### src/rtl/ps_pkg.sv
package ps_pkg;
  localparam int NUM_GLOB = 2;
  localparam int NUM_REG  = 16;
  localparam int FLAG_W   = 5;
  localparam int GLOB_W   = $clog2(NUM_GLOB);
  localparam int RIDX_W   = $clog2(NUM_REG);
  localparam int LEN_W    = 3;
  localparam int FSEL_W   = 3;
  localparam int DESC_W   = LEN_W + 1 + FSEL_W + RIDX_W + GLOB_W;
  localparam int FLAGS_W  = NUM_GLOB * NUM_REG * FLAG_W;

  typedef enum logic [1:0] {
    K_ALU  = 2'd0,
    K_DATA = 2'd1,
    K_CTRL = 2'd2,
    K_PRED = 2'd3
  } kind_e;

  typedef enum logic [FSEL_W-1:0] {
    F_LSB0 = 3'd0,
    F_LSB1 = 3'd1,
    F_LSB2 = 3'd2,
    F_MSB  = 3'd3,
    F_ZERO = 3'd4
  } fsel_e;

  typedef struct packed {
    logic [LEN_W-1:0]  len_m1;
    logic              inv;
    logic [FSEL_W-1:0] fsel;
    logic [RIDX_W-1:0] ridx;
    logic [GLOB_W-1:0] gsel;
  } pdesc_t;
endpackage

### src/rtl/flag_pick.sv
module flag_pick
  import ps_pkg::*;
(
  input  logic [FLAGS_W-1:0] flags_i,
  input  logic [GLOB_W-1:0]  gsel_i,
  input  logic [RIDX_W-1:0]  ridx_i,
  input  logic [FSEL_W-1:0]  fsel_i,
  output logic               flag_o
);
  localparam int N_ENT = NUM_GLOB * NUM_REG;
  localparam int IDX_W = GLOB_W + RIDX_W;

  logic [FLAG_W-1:0] ent [N_ENT];
  logic [FLAG_W-1:0] picked;
  logic [IDX_W-1:0]  idx;

  for (genvar e = 0; e < N_ENT; e++) begin : g_ent
    assign ent[e] = flags_i[e*FLAG_W +: FLAG_W];
  end

  assign idx    = {gsel_i, ridx_i};
  assign picked = ent[idx];

  always_comb begin
    unique case (fsel_i)
      F_LSB0:  flag_o = picked[0];
      F_LSB1:  flag_o = picked[1];
      F_LSB2:  flag_o = picked[2];
      F_MSB:   flag_o = picked[3];
      F_ZERO:  flag_o = picked[4];
      default: flag_o = 1'b1; // reserved selects act as "always"
    endcase
  end
endmodule

### src/rtl/window_ctl.sv
module window_ctl
  import ps_pkg::*;
#(
  parameter int WIN_MAX = 8,
  parameter int ALU_MAX = 4
) (
  input  logic   clk_i,
  input  logic   rst_ni,
  input  logic   valid_i,
  input  kind_e  kind_i,
  input  pdesc_t desc_i,
  input  logic   flag_i,
  output logic   keep_o,
  output logic   err_o
);
  localparam int CNT_W = $clog2(WIN_MAX + 1);
  localparam int ALU_W = $clog2(ALU_MAX + 1);

  logic [CNT_W-1:0] rem_q, rem_d;
  logic [ALU_W-1:0] alu_q, alu_d;
  logic             cond_q, cond_d;
  logic             in_win;

  assign in_win = (rem_q != '0);

  always_comb begin
    keep_o = 1'b0;
    err_o  = 1'b0;
    if (valid_i) begin
      if (!in_win) begin
        keep_o = 1'b1;
      end else begin
        unique case (kind_i)
          K_CTRL, K_PRED: err_o = 1'b1;
          K_ALU: begin
            if (alu_q == ALU_W'(ALU_MAX)) err_o = 1'b1;
            else keep_o = cond_q;
          end
          default: keep_o = cond_q;
        endcase
      end
    end
  end

  always_comb begin
    rem_d  = rem_q;
    alu_d  = alu_q;
    cond_d = cond_q;
    if (valid_i) begin
      if (!in_win) begin
        if (kind_i == K_PRED) begin
          rem_d  = CNT_W'(desc_i.len_m1) + CNT_W'(1);
          alu_d  = '0;
          cond_d = flag_i ^ desc_i.inv;
        end
      end else if (err_o) begin
        rem_d = '0;
        alu_d = '0;
      end else begin
        rem_d = rem_q - CNT_W'(1);
        if (kind_i == K_ALU) alu_d = alu_q + ALU_W'(1);
      end
    end
  end

  always_ff @(posedge clk_i or negedge rst_ni) begin
    if (!rst_ni) begin
      rem_q  <= '0;
      alu_q  <= '0;
      cond_q <= 1'b0;
    end else begin
      rem_q  <= rem_d;
      alu_q  <= alu_d;
      cond_q <= cond_d;
    end
  end

  assert_win_bound_R3: assert property (@(posedge clk_i) disable iff (!rst_ni)
    rem_q <= CNT_W'(WIN_MAX));

  assert_open_len_R3: assert property (@(posedge clk_i) disable iff (!rst_ni)
    (valid_i && !in_win && kind_i == K_PRED)
      |=> (rem_q == CNT_W'($past(desc_i.len_m1)) + CNT_W'(1)));

  assert_alu_cap_R7: assert property (@(posedge clk_i) disable iff (!rst_ni)
    alu_q <= ALU_W'(ALU_MAX));

  assert_ctrl_closes_R8: assert property (@(posedge clk_i) disable iff (!rst_ni)
    (valid_i && in_win && (kind_i == K_CTRL || kind_i == K_PRED)) |=> (rem_q == '0));

  assert_cond_held_R6: assert property (@(posedge clk_i) disable iff (!rst_ni)
    in_win |=> $stable(cond_q));
endmodule

### src/rtl/wb_delay.sv
module wb_delay #(
  parameter int LAT = 2,
  parameter int W   = 3
) (
  input  logic         clk_i,
  input  logic         rst_ni,
  input  logic [W-1:0] d_i,
  output logic [W-1:0] q_o
);
  logic [LAT-1:0][W-1:0] stg_q;

  always_ff @(posedge clk_i or negedge rst_ni) begin
    if (!rst_ni) begin
      stg_q <= '0;
    end else begin
      stg_q[0] <= d_i;
      for (int s = 1; s < LAT; s++) stg_q[s] <= stg_q[s-1];
    end
  end

  assign q_o = stg_q[LAT-1];
endmodule

### src/rtl/pred_wb_ctrl.sv
module pred_wb_ctrl
  import ps_pkg::*;
#(
  parameter int WIN_MAX = 8,
  parameter int ALU_MAX = 4,
  parameter int WB_LAT  = 2
) (
  input  logic               clk_i,
  input  logic               rst_ni,
  input  logic               issue_valid_i,
  input  logic [1:0]         issue_kind_i,
  input  logic [DESC_W-1:0]  pred_desc_i,
  input  logic [FLAGS_W-1:0] flags_i,
  output logic               wb_valid_o,
  output logic               wb_keep_o,
  output logic               wb_err_o
);
  pdesc_t desc;
  kind_e  kind;
  logic   flag_sel;
  logic   keep_now, err_now;
  logic [2:0] wb_q;

  assign desc = pdesc_t'(pred_desc_i);
  assign kind = kind_e'(issue_kind_i);

  flag_pick u_pick (
    .flags_i (flags_i),
    .gsel_i  (desc.gsel),
    .ridx_i  (desc.ridx),
    .fsel_i  (desc.fsel),
    .flag_o  (flag_sel)
  );

  window_ctl #(.WIN_MAX(WIN_MAX), .ALU_MAX(ALU_MAX)) u_win (
    .clk_i   (clk_i),
    .rst_ni  (rst_ni),
    .valid_i (issue_valid_i),
    .kind_i  (kind),
    .desc_i  (desc),
    .flag_i  (flag_sel),
    .keep_o  (keep_now),
    .err_o   (err_now)
  );

  wb_delay #(.LAT(WB_LAT), .W(3)) u_dly (
    .clk_i  (clk_i),
    .rst_ni (rst_ni),
    .d_i    ({issue_valid_i, keep_now, err_now}),
    .q_o    (wb_q)
  );

  assign {wb_valid_o, wb_keep_o, wb_err_o} = wb_q;

  assert_err_blocks_R7: assert property (@(posedge clk_i) disable iff (!rst_ni)
    wb_err_o |-> (wb_valid_o && !wb_keep_o));

  assert_bubble_quiet_R2: assert property (@(posedge clk_i) disable iff (!rst_ni)
    !wb_valid_o |-> (!wb_keep_o && !wb_err_o));
endmodule

### config.mk
export PLATFORM = sky130hd
export DESIGN_NAME = pred_wb_ctrl
export DESIGN_NICKNAME = d
export VERILOG_FILES = /design/src/rtl/ps_pkg.sv /design/src/rtl/flag_pick.sv /design/src/rtl/window_ctl.sv /design/src/rtl/wb_delay.sv /design/src/rtl/pred_wb_ctrl.sv
export SDC_FILE = /design/constraint.sdc
export NUM_CORES = 1
export LEC_CHECK = 0
export ABC_AREA = 1
export BUFFER_PORTS_ARGS = -buffer_cell sky130_fd_sc_hd__buf_4
export CORE_ASPECT_RATIO = 0.8
export CORE_UTILIZATION = 35
export DETAILED_ROUTE_END_ITERATION = 10
export GPL_TIMING_DRIVEN = 0
export PLACE_DENSITY = 0.7
export SYNTH_ARGS = -nofsm -noshare
export SYNTH_HDL_FRONTEND = slang
export SYNTH_HIERARCHICAL = 1
export SYNTH_SLANG_ARGS = --single-unit
### constraint.sdc
create_clock -name clk_i -period 1.5 [get_ports clk_i]
set_input_delay 0.45 -clock clk_i [delete_from_list [all_inputs] [get_ports clk_i]]
set_output_delay 0.45 -clock clk_i [all_outputs]
set_load 0.05 [all_outputs]
==> impl_metrics.yaml <==
worst_setup_path:
  worst_r2r_endpoint: "u_win/alu_q[1]$_DFFE_PN0P_"
  worst-setup-path-type: "in -> reg"
  crit_path_end_kind: "register"
  cp.arrival_ns: 1.86
  crit_required_ns: 1.64
  r2r_start: "u_win/alu_q[0]$_DFFE_PN0P_"
  cp-start-kind: "primary input"
  reg2reg_slack_ns: 0.07
  r2r_cells: 9
  cp_max_fo: 10
pwr:
  max-vdd-ir-drop_mv: 0.747
  clock_power_share_pct: 12.1
  switching_power_mw: 1.10
  combPwrFrac_pct: 65.7
  p_seq_share_pct: 22.2
  p_sw_share_pct: 42.4
  p_int_mw: 1.50
  power_mw: 2.61
  leakagePower_nw: 2.44
  powerDensity_mw_per_mm2: 601
finish:
  layout-drive-gt1-share_pct: 38.2
  synthToLayoutAreaGrowth_pct: 73.2
  antennaDiodeCount: 0
  fillers: 677
  fin_util_pct: 62.9
  fin_nets: 858
routing:
  wirelength_um: 11500
  via_per_inst: 5.13
  num_vias: 3906
  firstDrtPassIters: 4
  routedWlPerCell_um: 15.1
  drc_errors: 0
  drt_iter0_drc: 223
  ant_nets: 0
status:
  violations: "setup timing"
  outcome: "complete, but fails checks"
floorplan:
  ios: 180
  die_x_um: 96.6
  core_sq_mm: 0.00689
  rows: 27
  fp.dieH_um: 77.7
  start_util_pct: 36.3
  die_area_sq_mm: 0.00750
hold_path:
  hp-class: "in -> async"
yosys:
  syn_area_sq_mm: 0.00250
  synth_ff_type: "dfrtp_1"
  ys_ff_latch: 14
  synth_enable_flop_cells: 0
  avgSynthCellArea_sq_um: 5.15
  ys_seq_area_share_pct: 14.0
  synth_cells: 486
  synth_most_common_cell: "nand2_1"
  yosysUniqueCellTypes: 25
  yosys.area.top_type: "nand2_1"
  async_reset_ff_share_pct: 100
  synthTopCellsByArea: "nand2_1 34%, nand3_1 26%, dfrtp_1 14%"
  synth_nets: 667
  synthTopCellsByCount: "228 x nand2_1, 128 x nand3_1, 23 x inv_1, 22 x nor2_1, 14 x dfrtp_1"
  synth_top_area_share_pct: 34.2
  yosys_warnings: 6
grt:
  grt_use_total_pct: 29.3
  antenna_found_initial: 0
  grt_pass1_wl_um: 16900
  grt_overflow: 0
  grt_max_degree: 15
  grt_pass1_vias: 3589
clock_tree:
  cts_buffers: 3
  cts_tree: "built"
  cts-htree-levels: 1
  clk_latency_ns: 0.25
  clock-sinks: 14
  holdBufCountCts: 0
  root_buffer: "clkbuf_8"
  cts_max_path_buffers: 2
  path_clk_slew_ns: 0.06
sta:
  slew-limit-headroom_pct: 70.5
  fin_crit_ns: 1.73
  clock_skew_ns: 0.00177
  fin_crit_sh_pct: 115
  rsz0062_at_grt: "yes"
  setup_ws_ns: -0.226
  finalHoldViolCount: 0
  holdWs_ns: 0.0422
  worst_pin_slew_ns: 0.442
  slew_violations: 0
  fmax_mhz: 579
  finalSetupViolations: 1
placement:
  port_buffers: 179
  hpwl_um: 9090
  gp_congestion: 0.937
run:
  max-cap-violations: 0
[final cells by class]
cell class / count / area [sq um] / area share [%]
clock buffers: 3 / 41.3 / 0.952
plain buffers: 33 / 310 / 7.15
repair buffers: 186 / 1460 / 33.6
well taps: 87 / 109 / 2.51
inverters: 28 / 111 / 2.57
flip-flops and latches: 14 / 350 / 8.08
multi-input cells: 411 / 1960 / 45.2
[cells by family (layout without fill, tap and decap cells)]
family                   count (synthesis)  count (layout)  synth area share [%]
AND/OR/NAND/NOR                        388             388                  65.6
buffers and inverters                   61             250                  12.8
AO/OA/AOI/OAI                           15              15                  4.20
flip-flops                              14              14                  14.0
adder cells (fa/ha/maj)                  4               4                  2.00
XOR/XNOR                                 4               4                  1.40
[metrics by stage]
| stage | worst slack (ns) | TNS [ns] | cell area [sq um] | std cells |
|---|---|---|---|---|
| 2_1_floorplan | -0.151 | -0.151 | 2520 | 486 |
| 3_3_place_gp | -0.541 | -0.541 | 3970 | 752 |
| 3_5_place_dp | -0.574 | -0.577 | 3970 | 752 |
| 4_1_cts | -0.205 | -0.205 | 4090 | 756 |
| 5_1_grt | -0.393 | -0.409 | 4340 | 762 |
| 6_report | -0.226 | -0.226 | 4340 | 762 |
[per-layer routing]
metal | track usage, % | vias up | share of wire, %
met3 | 5.10 | 22 | 8.5
met4 | 8.97 | 0 | 2.7
li1 | - | 1943 | -
met5 | 0 | - | 0
met1 | 37.6 | 1756 | 41
met2 | 49.2 | 185 | 48
[timing repair]
item,in CTS,in global routing
setup endpoints to repair,2,8
gates resized for setup,20,47
buffers inserted,1,4
gates cloned,0,2
pin swaps,1,19
hold endpoints to repair,0,0
[worst max-delay path, cell delays in order]
cell	delay, ns
buf_4	0.09
buf_4	0.18
buf_6	0.17
nand3_1	0.09
nand3_1	0.11
nand2_1	0.08
nand2_1	0.08
nand3_2	0.10
nand3_1	0.08
nand2_1	0.05
nor2_1	0.08
nand2_1	0.07
xnor2_1	0.15
o21ai_1	0.07
[registers in the layout, indices dropped and copies added (netlist names)]
| register | flops |
|---|---|
| u_dly/q_o | 3 |
| u_dly/stg_q | 3 |
| u_win/alu_q | 3 |
| u_win/cond_q | 1 |
| u_win/rem_q | 4 |
[placed cells by master, fill, tap and decap left out, types with 2 or more instances in the layout]
cell type / n
nor2_4: 2
nand3_2: 14
buf_4: 193
nand2_1: 224
ha_1: 3
a21oi_4: 2
dfrtp_1: 14
nand3_1: 114
a21oi_2: 3
inv_4: 2
nor3_1: 3
inv_2: 2
nand4_1: 4
nand2_2: 5
nor2_1: 17
buf_12: 4
buf_2: 2
clkbuf_16: 2
inv_1: 22
clkbuf_8: 3
buf_6: 11
clkbuf_2: 4
o21ai_1: 4
xor2_1: 3
a21oi_1: 3
buf_8: 2
nor2_2: 4
o211ai_1: 2
[worst max-delay path by stage]
| stage | cells after the start | to | slack, ns | from |
|---|---|---|---|---|
| after global routing | 15 | u_win/cond_q$_DFFE_PN0P_ | -0.39 | pred_desc_i[1] |
| after floorplan | 14 | u_win/cond_q$_DFFE_PN0P_ | -0.15 | pred_desc_i[1] |
| after global placement | 14 | u_win/cond_q$_DFFE_PN0P_ | -0.54 | pred_desc_i[2] |
| after detailed placement | 14 | u_win/cond_q$_DFFE_PN0P_ | -0.57 | pred_desc_i[2] |
| final | 14 | u_win/cond_q$_DFFE_PN0P_ | -0.23 | pred_desc_i[2] |
| after CTS | 15 | u_win/cond_q$_DFFE_PN0P_ | -0.21 | pred_desc_i[1] |
[power by group through the flow]
stage | logic, mW | registers [mW] | clock network, mW
6_report | 1.71 | 0.579 | 0.316
5_1_grt | 1.88 | 0.592 | 0.342
4_1_cts | 1.50 | 0.574 | 0.319
3_5_place_dp | 1.46 | 0.580 | 0
3_3_place_gp | 1.42 | 0.570 | 0
2_1_floorplan | 0.860 | 0.559 | 0
Power figures use the tool's default switching activity.
